### src/rtl/ninebit_tx_pkg.sv
package ninebit_tx_pkg;
  typedef enum logic [2:0] {
    PH_IDLE  = 3'd0,
    PH_PEND  = 3'd1,
    PH_START = 3'd2,
    PH_FIRST = 3'd3,
    PH_SHIFT = 3'd4
  } tx_phase_t;
endpackage

### src/rtl/ninebit_tx_shreg.sv
module ninebit_tx_shreg #(
  parameter int DATA_W = 8
) (
  input  logic              clk,
  input  logic              rst,
  input  logic              load,
  input  logic [DATA_W-1:0] load_data,
  input  logic              load_bit9,
  input  logic              shift,
  input  logic              fill_one,
  output logic              out_bit,
  output logic              at_end
);
  localparam int SR_W = DATA_W + 1;

  logic [SR_W-1:0] sr;

  always_ff @(posedge clk) begin
    if (rst) begin
      sr <= '0;
    end else if (load) begin
      sr <= {load_bit9, load_data};
    end else if (shift) begin
      sr <= {fill_one, sr[SR_W-1:1]};
    end
  end

  assign out_bit = sr[0];
  // marker just above the output position, nothing set above it
  assign at_end  = (sr[SR_W-1:2] == '0) && sr[1];

  AST_SR_HOLD: assert property (@(posedge clk) disable iff (rst)
    (!load && !shift) |=> (sr == $past(sr)));

  AST_SR_MARKER_LOADED: assert property (@(posedge clk) disable iff (rst)
    (shift && !load && fill_one) |=> sr[SR_W-1]);
endmodule

### src/rtl/ninebit_tx_ctrl.sv
module ninebit_tx_ctrl
  import ninebit_tx_pkg::*;
(
  input  logic      clk,
  input  logic      rst,
  input  logic      accept,
  input  logic      bit_tick,
  input  logic      at_end,
  input  logic      done_clr,
  output tx_phase_t phase,
  output logic      do_shift,
  output logic      fill_one,
  output logic      done_flag
);
  tx_phase_t phase_nx;
  logic      finish;

  always_comb begin
    phase_nx = phase;
    do_shift = 1'b0;
    fill_one = 1'b0;
    finish   = 1'b0;
    unique case (phase)
      PH_IDLE:  if (accept) phase_nx = PH_PEND;
      PH_PEND:  if (bit_tick) phase_nx = PH_START;
      PH_START: if (bit_tick) phase_nx = PH_FIRST;
      PH_FIRST: if (bit_tick) begin
        phase_nx = PH_SHIFT;
        do_shift = 1'b1;
        fill_one = 1'b1;
      end
      PH_SHIFT: if (bit_tick) begin
        do_shift = 1'b1;
        if (at_end) begin
          phase_nx = PH_IDLE;
          finish   = 1'b1;
        end
      end
      default:  phase_nx = PH_IDLE;
    endcase
  end

  always_ff @(posedge clk) begin
    if (rst) begin
      phase     <= PH_IDLE;
      done_flag <= 1'b0;
    end else begin
      phase <= phase_nx;
      if (finish)        done_flag <= 1'b1;
      else if (done_clr) done_flag <= 1'b0;
    end
  end

  AST_FLAG_STICKY: assert property (@(posedge clk) disable iff (rst)
    (done_flag && !done_clr) |=> done_flag);

  AST_FLAG_CLEAR: assert property (@(posedge clk) disable iff (rst)
    (done_clr && !(bit_tick && phase == PH_SHIFT && at_end)) |=> !done_flag);

  AST_NO_TICK_HOLD: assert property (@(posedge clk) disable iff (rst)
    (phase != PH_IDLE && !bit_tick) |=> (phase == $past(phase)));

  AST_FLAG_AT_IDLE: assert property (@(posedge clk) disable iff (rst)
    $rose(done_flag) |-> (phase == PH_IDLE));

  AST_RESET_IDLE: assert property (@(posedge clk)
    $past(rst) |-> (phase == PH_IDLE && !done_flag));
endmodule

### src/rtl/ninebit_tx.sv
module ninebit_tx
  import ninebit_tx_pkg::*;
#(
  parameter int DATA_W = 8
) (
  input  logic              clk,
  input  logic              rst,
  input  logic              bit_tick,
  input  logic              wr_valid,
  output logic              wr_ready,
  input  logic [DATA_W-1:0] wr_data,
  input  logic              wr_bit9,
  input  logic              done_clr,
  output logic              done_flag,
  output logic              txd
);
  tx_phase_t phase;
  logic      accept;
  logic      do_shift;
  logic      fill_one;
  logic      out_bit;
  logic      at_end;

  assign wr_ready = (phase == PH_IDLE);
  assign accept   = wr_valid && wr_ready;

  ninebit_tx_ctrl u_ctrl (
    .clk       (clk),
    .rst       (rst),
    .accept    (accept),
    .bit_tick  (bit_tick),
    .at_end    (at_end),
    .done_clr  (done_clr),
    .phase     (phase),
    .do_shift  (do_shift),
    .fill_one  (fill_one),
    .done_flag (done_flag)
  );

  ninebit_tx_shreg #(.DATA_W(DATA_W)) u_sr (
    .clk       (clk),
    .rst       (rst),
    .load      (accept),
    .load_data (wr_data),
    .load_bit9 (wr_bit9),
    .shift     (do_shift),
    .fill_one  (fill_one),
    .out_bit   (out_bit),
    .at_end    (at_end)
  );

  always_comb begin
    unique case (phase)
      PH_START:          txd = 1'b0;
      PH_FIRST, PH_SHIFT: txd = out_bit;
      default:           txd = 1'b1;
    endcase
  end

  AST_ACCEPT_BUSY: assert property (@(posedge clk) disable iff (rst)
    accept |=> !wr_ready);

  AST_START_ON_TICK: assert property (@(posedge clk) disable iff (rst)
    $fell(txd) && $past(phase == PH_PEND) |-> $past(bit_tick));
endmodule

### config.mk
export PLATFORM = sky130hd
export DESIGN_NAME = ninebit_tx
export DESIGN_NICKNAME = d
export VERILOG_FILES = /design/src/rtl/ninebit_tx_pkg.sv /design/src/rtl/ninebit_tx_shreg.sv /design/src/rtl/ninebit_tx_ctrl.sv /design/src/rtl/ninebit_tx.sv
export SDC_FILE = /design/constraint.sdc
export NUM_CORES = 1
export LEC_CHECK = 0
export BUFFER_PORTS_ARGS = -buffer_cell sky130_fd_sc_hd__clkbuf_2
export CAP_MARGIN = 20
export CORE_ASPECT_RATIO = 0.9
export CORE_MARGIN = 2
export CORE_UTILIZATION = 40
export CTS_BUF_LIST = sky130_fd_sc_hd__clkbuf_4 sky130_fd_sc_hd__clkbuf_8
export CTS_CLUSTER_DIAMETER = 100
export DETAILED_ROUTE_END_ITERATION = 7
export GPL_TIMING_DRIVEN = 0
export PLACE_DENSITY_LB_ADDON = 0.12
export SYNTH_ARGS = -nofsm -noshare
export SYNTH_HDL_FRONTEND = slang
export SYNTH_HIERARCHICAL = 1
export SYNTH_SLANG_ARGS = --single-unit
### constraint.sdc
create_clock -name clk -period 1.6 [get_ports clk]
set_input_delay 0.48 -clock clk [delete_from_list [all_inputs] [get_ports clk]]
set_output_delay 0.48 -clock clk [all_outputs]
set_load 0.01 [all_outputs]
==> qor_table.md, run 1 <==
| Item | Reported |
|:---|:---|
| Run status | complete, no violations |
| Slack of the worst reg-to-reg path | 0.01 ns |
| Internal Power | 579 uW |
| Slew at the pin closest to its max-slew limit | 0.480 ns |
| Total CTS buffers | 3 |
| Mean instance size in the synthesized netlist | 10.0 sq um |
| Endpoint of the worst register-to-register path | u_sr/sr[2] |
| Floorplan die width | 47.8 um |
| Crit path max-delay cell type | or3b_4 |
| CTS tree | yes |
| Residual antenna-violating net count after detailed routing | 0 |
| Clk network pwr share | 27.5% |
| CP endpoint kind | flip-flop |
| Setup crit start kind | flip-flop |
| LEAKAGE | 0.353 nW |
| Number of antenna cells inserted | 0 |
| Switching component of the power | 236 uW |
| Flip-flop and latch count after synthesis | 13 |
| Global-route wire length before repair | 2560 um |
| Setup clock skew after layout | 0.00225 ns |
| Final clock period utilization by the worst path | 99.4% |
| Largest stage delay on the critical path | 0.42 ns |
| Sequential cell area fraction in the yosys report | 37.7% |
| Number of nets in the layout | 110 |
| Mapped Nets | 83 |
| Synth cell types | 28 |
| Placeable core region | 1650 sq um |
| Adder-cell share of the synthesized area | 0% |
| Launch point of the worst reg-to-reg path | u_ctrl/phase[2] |
| Combinational Power Share | 24.0% |
| Most common cell after layout, fill and taps aside | clkbuf_2 |
| Total setup violations reported at the end of the flow | 0 |
| Detail-routed via count per cell | 4.98 |
| Combined area of all synthesized cells | 691 sq um |
| Clock period minus worst slack | 1.59 ns |
| Sum of negative setup slack | 0 ns |
| Gp weighted congestion | 0.727 |
| Residual overflow from global routing | 0 |
| First-pass iteration count of the detailed router | 4 |
| Dominant combinational cell family by area after synthesis | simple AND/OR/NAND/NOR gates |
| Relative slew slack | 68.0% |
| Post-layout worst setup margin | 0.00991 ns |
| Total track usage | 17.7% |
| Xor/xnor share of the synthesized area | 0% |
| Layout overhead on the synthesized area | 32.8% |
| WHS Path Cells | 2 |
| Unrepaired setup endpoints after global routing | true |
| Cell-by-cell listing of the critical path | or3b_4 > a21boi_4 > buf_6 > mux2i_1 > a211oi_1 |
| Fraction of final layout cells sized beyond drive strength 1 | 45.3% |
| Maximum achievable frequency | 629 MHz |
| Worst slack at placement | -0.154 ns |
| # hold bufs at CTS | 0 |
| Worst hold slack across all endpoints | 0.462 ns |
| Category of the most critical setup path | reg -> reg |
| Number of instances in the synthesized netlist | 69 |
| Initial Utilization | 41.9% |
| Number of buffers on the longest clock path | 2 |
| Mux cell area share after synthesis | 14.7% |
| Initial drt markers | 4 |
| CTS Root Buffer Type | clkbuf_4 |
| Startpoint of the lowest-slack hold path | rst |
| Switching part of the total power | 28.9% |
| Max-cap viol count | 0 |
| Final count of hold timing violations | 0 |
| Commonest non-fill, non-tap cells in the layout | 15 x clkbuf_2, 10 x a211oi_1, 10 x dfxtp_1 |
| Floorplan die height | 43.4 um |
| DRC violations left | 0 |
| Yosys Warn Count | 6 |
| Simple-gate area share of the yosys netlist | 22.5% |
| Overall die area | 2080 sq um |
| Later-pin clock latency in the skew report | 0.28 ns |
| Complex-gate fraction of the synthesized area | 20.7% |
| Total length of routed wires | 1570 um |
| Number of cell rows | 14 |
| IO Pins | 17 |
| Slew Limit Fails | 0 |
| Vias in the first global route | 560 |
| Sequential fraction of design power | 48.5% |
| Clock slew seen by the registers of the worst setup and hold paths | 0.08 ns |
| Power per cell area | 889 nW/um^2 |
| Arrival time worst endpoint | 1.74 ns |
| Number of levels the H-tree was split into | 1 |
| Endpoint of the worst hold path | u_ctrl/phase[1] |
| Path depth of the worst reg2reg path | 5 |
| Number of clock sinks | 13 |
| Highest fanout seen on the critical path | 8 |
| Classification of the worst-slack hold path | in -> reg |
| Worst VDD drop | 0.607 mV |
| CP Data Required Time | 1.75 ns |
| Routed vias | 593 |
| Antenna violations before repair | 0 |
| Average wire per standard cell | 13.2 um |
| Sum of net half-perimeters after detailed placement | 1000 um |
| Largest net degree at the start of global routing | 11 |
| IO buf count | 16 |
## power by group through the flow
stage               Sequential (mW)  Clock [mW]  Combinational (mW)
floorplan                     0.395           0               0.112
global placement              0.405           0               0.155
detailed placement            0.406           0               0.159
CTS                           0.394       0.231               0.187
global route                  0.401       0.251               0.218
finish                        0.395       0.224               0.196
## cells in the mapped netlist
cell type | n | area [sq um]
a211oi_1 | 11 | 82.6
a21bo_2 | 1 | 10.0
a21boi_0 | 1 | 7.51
a21o_1 | 1 | 7.51
a31oi_1 | 1 | 6.26
and2_1 | 1 | 6.26
and4b_1 | 1 | 10.0
and4b_2 | 1 | 11.3
buf_1 | 1 | 3.75
buf_6 | 1 | 11.3
clkbuf_2 | 1 | 5.00
dfxtp_1 | 13 | 260
inv_1 | 2 | 7.51
inv_2 | 1 | 3.75
mux2_2 | 1 | 11.3
mux2i_1 | 9 | 90.1
nand2_1 | 2 | 7.51
nand3b_1 | 2 | 15.0
nor2_1 | 1 | 3.75
nor2b_1 | 9 | 56.3
nor3_2 | 1 | 10.0
nor4_1 | 1 | 6.26
nor4b_1 | 1 | 8.76
o21a_1 | 1 | 7.51
o2bb2ai_1 | 1 | 8.76
o31ai_2 | 1 | 12.5
or3b_2 | 1 | 8.76
or3b_4 | 1 | 11.3
## cell type report
cell class,instances,area [sq um]
Fill cell,175,729
Multi-Input combinational cell,50,425
Clock buffer,4,30.0
Tap cell,24,30.0
Sequential cell,13,272
Inverter,3,11.3
Buffer,3,20.0
Timing Repair Buffer,22,129
## routing by layer
metal | vias up | global-route usage [%] | part of all wire (%)
met3 | 2 | 7.50 | 4.3
met4 | 0 | 6.49 | 0.57
met2 | 14 | 24.5 | 43
met1 | 267 | 24.2 | 52
met5 | - | 0 | 0
li1 | 310 | - | -
## registers in the layout, indices dropped and copies added (netlist names)
signal            count
u_sr/sr               9
u_ctrl/phase          3
u_ctrl/done_flag      1
## through the flow
step | area, sq um | utilization, % | instances | power [mW]
after floorplan | 691 | - | 69 | 0.507
after global placement | 801 | 48.6 | 109 | 0.560
after detailed placement | 801 | 48.6 | 109 | 0.564
after CTS | 890 | 54.0 | 118 | 0.812
after global routing | 917 | 55.7 | 119 | 0.870
final | 917 | 55.7 | 119 | 0.815
## how the worst max path moves through the flow
stage / endpoint / cells after the start / startpoint / slack (ns)
2_1_floorplan: u_sr/sr[0] / 5 / u_ctrl/phase[2] / 0.04
3_3_place_gp: u_sr/sr[2] / 5 / u_ctrl/phase[2] / -0.13
3_5_place_dp: u_sr/sr[2] / 5 / u_ctrl/phase[2] / -0.15
4_1_cts: txd / 3 / u_ctrl/phase[0] / -0.003
5_1_grt: u_sr/sr[3] / 5 / u_ctrl/phase[2] / -0.07
6_report: u_sr/sr[2] / 5 / u_ctrl/phase[2] / 0.01
## worst max-delay path, delay by kind of cell, from the launching register on
kind	cells	cell delay (ns)
buffers and inverters	1	0.15
DFF	1	0.39
and+or+nand+nor	1	0.42
muxes	1	0.23
AOI/OAI and AO/OA	2	0.26
## kinds of logic (layout without fill, tap and decap cells)
logic type	Yosys count	after routing
simple gates	22	22
compound gates	18	18
buf+inv	6	32
mux	10	10
flops	13	13
## what timing repair did
action | in CTS | in global routing
setup endpoints to repair | 10 | 10
pin swaps | 1 | 1
gates resized for setup | 9 | 7
buffers inserted | 5 | 0
gates cloned | 0 | 1
Note: power is estimated with default switching activity, not from simulation.
==> inputs of run 2 (changes only) <==
PLACE_DENSITY = 0.65   (was not set)
PLACE_DENSITY_LB_ADDON = not set   (was 0.12)
==> run 2 against run 1 <==
Register-to-register slack improved by 0.04 ns. Sequential share of layout area increased by 0.081 points. Highest routed layer unchanged. Cell count unchanged.
==> qor_table.md, run 2 (synthesis results as in run 1) <==
| Item | Reported |
|:---|:---|
| Total length of routed wires | 1450 um |
| Largest net degree at the start of global routing | 11 |
| Slew at the pin closest to its max-slew limit | 0.450 ns |
| Overall die area | 2080 sq um |
| Relative slew slack | 70.0% |
| Number of buffers on the longest clock path | 2 |
| Residual antenna-violating net count after detailed routing | 0 |
| Run status | complete, no violations |
| Initial Utilization | 41.9% |
| CP Data Required Time | 1.12 ns |
| Registers with the most flip-flops | u_sr/sr: 9 flops, u_ctrl/phase: 3 flops, u_ctrl/done_flag: 1 flops |
| Sum of net half-perimeters after detailed placement | 918 um |
| Slack of the worst reg-to-reg path | 0.05 ns |
| Highest fanout seen on the critical path | 6 |
| Slew Limit Fails | 0 |
| Max-cap viol count | 0 |
| Post-layout worst setup margin | 0.0124 ns |
| Most common cell after layout, fill and taps aside | clkbuf_2 |
| Later-pin clock latency in the skew report | 0.27 ns |
| Number of clock sinks | 13 |
| First element of the critical path | u_ctrl/phase[1] |
| LEAKAGE | 0.348 nW |
| CTS tree | yes |
| Classification of the worst-slack hold path | in -> reg |
| IO buf count | 16 |
| Floorplan die height | 43.4 um |
| IO Pins | 17 |
| WHS Path Cells | 2 |
| CP endpoint kind | output pin |
| Crit path max-delay cell type | dfxtp_4 |
| Setup crit start kind | flip-flop |
| Number of antenna cells inserted | 0 |
| Cell-by-cell listing of the critical path | nor4b_4 > a31oi_1 > clkbuf_2 |
| Worst slack at placement | -0.106 ns |
| Total track usage | 15.6% |
| Launch point of the worst reg-to-reg path | u_ctrl/phase[2] |
| Detail-routed via count per cell | 5.16 |
| Most flop-heavy register | u_sr/sr |
| Number of nets in the layout | 110 |
| Clock period minus worst slack | 1.59 ns |
| Vias in the first global route | 520 |
| Setup clock skew after layout | 0.00449 ns |
| DRC violations left | 0 |
| Path depth of the worst reg2reg path | 5 |
| Maximum achievable frequency | 630 MHz |
| Category of the most critical setup path | reg -> out |
| Final count of hold timing violations | 0 |
| Max reg flops | 9 |
| Clock slew seen by the registers of the worst setup and hold paths | 0.07 ns |
| Average wire per standard cell | 12.2 um |
| Placeable core region | 1650 sq um |
| Power per cell area | 873 nW/um^2 |
| Layout overhead on the synthesized area | 32.4% |
| Antenna violations before repair | 0 |
| Gp weighted congestion | 0.680 |
| Arrival time worst endpoint | 1.11 ns |
| Floorplan die width | 47.8 um |
| CTS Root Buffer Type | clkbuf_4 |
| Share of the core filled with cells | 55.5% |
| Routed vias | 614 |
| Unrepaired setup endpoints after global routing | true |
| First-pass iteration count of the detailed router | 4 |
| Largest stage delay on the critical path | 0.37 ns |
| Number of cell rows | 14 |
| Final clock period utilization by the worst path | 99.2% |
| Number of levels the H-tree was split into | 1 |
| Residual overflow from global routing | 0 |
| Fraction of final layout cells sized beyond drive strength 1 | 45.3% |
| Global-route wire length before repair | 2270 um |
| Startpoint of the lowest-slack hold path | rst |
| Total CTS buffers | 3 |
| Worst VDD drop | 0.510 mV |
| Total setup violations reported at the end of the flow | 0 |
| Initial drt markers | 4 |
| Commonest non-fill, non-tap cells in the layout | 16 x clkbuf_2, 10 x a211oi_1, 10 x dfxtp_1 |
| Pwr Total | 798 uW |
==> run 2: routing by layer <==
layer / up-vias / part of all wire, % / track usage [%]
li1: 312 / - / -
met1: 287 / 52 / 21.4
met2: 11 / 42 / 20.8
met3: 4 / 3.0 / 5.00
met4: 0 / 2.3 / 9.73
met5: - / 0 / 0
==> run 2: layout make-up <==
type	instances	area, sq um
tap	24	30.0
clock buffer	4	30.0
fill	162	732
sequential	13	272
timing repair buffer	22	125
buffer	3	20.0
multi-input combinational	50	427
inverter	3	11.3
==> run 2: what timing repair did <==
item | CTS | global route
setup buffers | 2 | 3
gates cloned | 0 | 1
hold endpoints to repair | 0 | 0
setup endpoints to repair | 10 | 11
pin swaps | 0 | 1
gates resized for setup | 6 | 8
hold buffers | 0 | 0
==> run 2: worst paths after layout <==
| kind | to |
|---|---|
| min reg2reg | u_ctrl/phase[1] |
| min | u_ctrl/phase[1] |
| max reg2reg | u_sr/sr[4] |
| max | txd |
==> run 2: through the flow <==
step / cells / setup TNS [ns] / instance area [sq um] / hold WS (ns)
after global placement: 109 / -0.796 / 801 / 0.555
after global routing: 119 / -0.0661 / 915 / 0.468
after detailed placement: 109 / -0.831 / 801 / 0.566
after floorplan: 69 / 0 / 691 / 0.504
final: 119 / 0 / 915 / 0.469
after CTS: 115 / 0 / 858 / 0.464
==> run 2: report_power, final <==
part / leakage (nW) / internal (mW) / switching, mW / total [mW]
clock network: 0.0184 / 0.114 / 0.103 / 0.216
registers: 0.109 / 0.360 / 0.0413 / 0.401
logic: 0.220 / 0.0988 / 0.0819 / 0.181
==> run 2: critical path: cells and delay by family, from the launching register on <==
kind | cells | cell delay (ns)
and+or+nand+nor | 1 | 0.27
buffers and inverters | 1 | 0.13
DFF | 1 | 0.37
AOI/OAI and AO/OA | 1 | 0.07
==> inputs of run 3 (changes only) <==
==> constraint.sdc (replaced) <==
create_clock -name clk -period 1.6 [get_ports clk]
set_input_delay 0.48 -clock clk [delete_from_list [all_inputs] [get_ports clk]]
set_output_delay 0.48 -clock clk [all_outputs]
set_load 0.005 [all_outputs]
==> run 3 against run 2 <==
Die area unchanged. Fmax increased by 2.0%. Clock-buffer cell count unchanged. Via count decreased by 1.8%. Sequential share of layout area increased by 0.081 points. Routed wire length decreased by 1.4%. Global-route usage decreased by 0.16 points. Largest cell class unchanged.
==> qor_table.md, run 3 (synthesis results as in run 1) <==
| Item | Reported |
|:---|:---|
| Pwr Total | 791 uW |
| Classification of the worst-slack hold path | in -> reg |
| Residual overflow from global routing | 0 |
| Setup clock skew after layout | 0.00488 ns |
| Unrepaired setup endpoints after global routing | true |
| Routed vias | 603 |
| Number of cell rows | 14 |
| Final count of hold timing violations | 0 |
| Arrival time worst endpoint | 1.08 ns |
| Storage element area | 272 sq um |
| Highest fanout seen on the critical path | 6 |
| Total setup violations reported at the end of the flow | 0 |
| Vias in the first global route | 517 |
| Total length of routed wires | 1430 um |
| Total track usage | 15.5% |
| Top routing layer in use | met4 |
| Multi-input gate area | 427 sq um |
| Worst path top cell family by delay | flip-flops |
| Commonest non-fill, non-tap cells in the layout | 17 x clkbuf_2, 10 x a211oi_1, 10 x dfxtp_1 |
| Setup crit start kind | flip-flop |
| Total CTS buffers | 3 |
| Power per cell area | 867 nW/um^2 |
| Average wire per standard cell | 12.1 um |
| Initial Utilization | 41.9% |
| Antenna violations before repair | 0 |
| Slew Limit Fails | 0 |
| Crit path max-delay cell type | dfxtp_4 |
| Placeable core region | 1650 sq um |
| Overall die area | 2080 sq um |
| Sum of negative setup slack | 0 ns |
| Slack of the worst reg-to-reg path | 0.05 ns |
| Worst path buffer plus inverter count | 1 |
| Number of antenna cells inserted | 0 |
| Number of levels the H-tree was split into | 1 |
| Most common cell after layout, fill and taps aside | clkbuf_2 |
| Share of the core filled with cells | 55.4% |
| Residual antenna-violating net count after detailed routing | 0 |
| Floorplan die width | 47.8 um |
| DRC violations left | 0 |
| Global-route wire length before repair | 2240 um |
| Layout overhead on the synthesized area | 32.1% |
| Slew at the pin closest to its max-slew limit | 0.445 ns |
| # hold bufs at CTS | 0 |
| Largest stage delay on the critical path | 0.37 ns |
| Floorplan die height | 43.4 um |
| CP endpoint kind | output pin |
| CTS Root Buffer Type | clkbuf_4 |
| Gp weighted congestion | 0.680 |
| Category of the most critical setup path | reg -> out |
| Run status | complete, no violations |
| Largest net degree at the start of global routing | 11 |
| IO Pins | 17 |
| IO buf count | 16 |
| Met2 wire length | 609 um |
| Max-cap viol count | 0 |
| Final clock period utilization by the worst path | 97.3% |
| Number of nets in the layout | 109 |
| Initial drt markers | 5 |
| Cell-by-cell listing of the critical path | nor4b_4 > a31oi_1 > clkbuf_2 |
| Routed length on met1 | 744 um |
| CTS tree | yes |
| Sum of net half-perimeters after detailed placement | 918 um |
| Registers with the most flip-flops | u_sr/sr: 9 flops, u_ctrl/phase: 3 flops, u_ctrl/done_flag: 1 flops |
| Later-pin clock latency in the skew report | 0.27 ns |
| First-pass iteration count of the detailed router | 4 |
| LEAKAGE | 0.358 nW |
| Number of buffers on the longest clock path | 2 |
| Most flop-heavy register | u_sr/sr |
| Maximum achievable frequency | 642 MHz |
| Length of routed met3 wiring | 45 um |
| CP Data Required Time | 1.12 ns |
| Number of clock sinks | 13 |
| Fraction of final layout cells sized beyond drive strength 1 | 43.6% |
| Worst VDD drop | 0.510 mV |
| Relative slew slack | 70.3% |
| Detail-routed via count per cell | 5.11 |
| Number of inserted filler cells in the final layout | 161 |
| Clock slew seen by the registers of the worst setup and hold paths | 0.07 ns |
| Clock period minus worst slack | 1.56 ns |
| Max reg flops | 9 |
-- run 3: cell types whose count changed in the layout (fill, tap and decap cells not counted), sizes merged --
cell / previous run / this run
clkbuf: 20 / 21
buf: 9 / 6
dlymetal6s2s: 0 / 1
-- run 3: worst paths after layout --
path,from,endpoint,depth (start not counted)
worst max-delay path,u_ctrl/phase[1],txd,3
worst min-delay path,rst,u_ctrl/phase[1],2
worst max register to register,u_ctrl/phase[0],u_sr/sr[4],5
worst min register to register,u_ctrl/phase[2],u_ctrl/phase[1],1
-- run 3: layout make-up --
cell class / count / area share, %
plain buffers: 3 / 2.19
repair buffers: 21 / 13.4
multi-input cells: 50 / 46.8
well taps: 24 / 3.29
flip-flops and latches: 13 / 29.8
inverters: 3 / 1.23
clock buffers: 4 / 3.29
-- run 3: power breakdown --
| group | switching, mW | internal [mW] |
|---|---|---|
| registers | 0.0409 | 0.360 |
| logic | 0.0779 | 0.0965 |
| clock network | 0.102 | 0.114 |
-- run 3: metal layers --
layer,vias to the layer above,track usage (%)
met5,-,0
met3,4,5.00
met2,12,20.8
li1,311,-
met1,276,20.9
met4,0,9.73
-- run 3: timing repair --
action,in CTS,in global routing
endpoints found under the setup margin,10,10
pin swaps,0,2
gates resized for setup,5,8
setup buffers,0,4
cloned,0,1
-- run 3: metrics by stage --
step           setup slack, ns  instances  cell area, sq um  hold slack (ns)
6_report                0.0433        118               912            0.473
5_1_grt                -0.0157        118               912            0.468
4_1_cts                0.00946        113               841            0.466
3_5_place_dp            -0.106        109               801            0.566
3_3_place_gp            -0.105        109               801            0.555
2_1_floorplan           0.0364         69               691            0.504
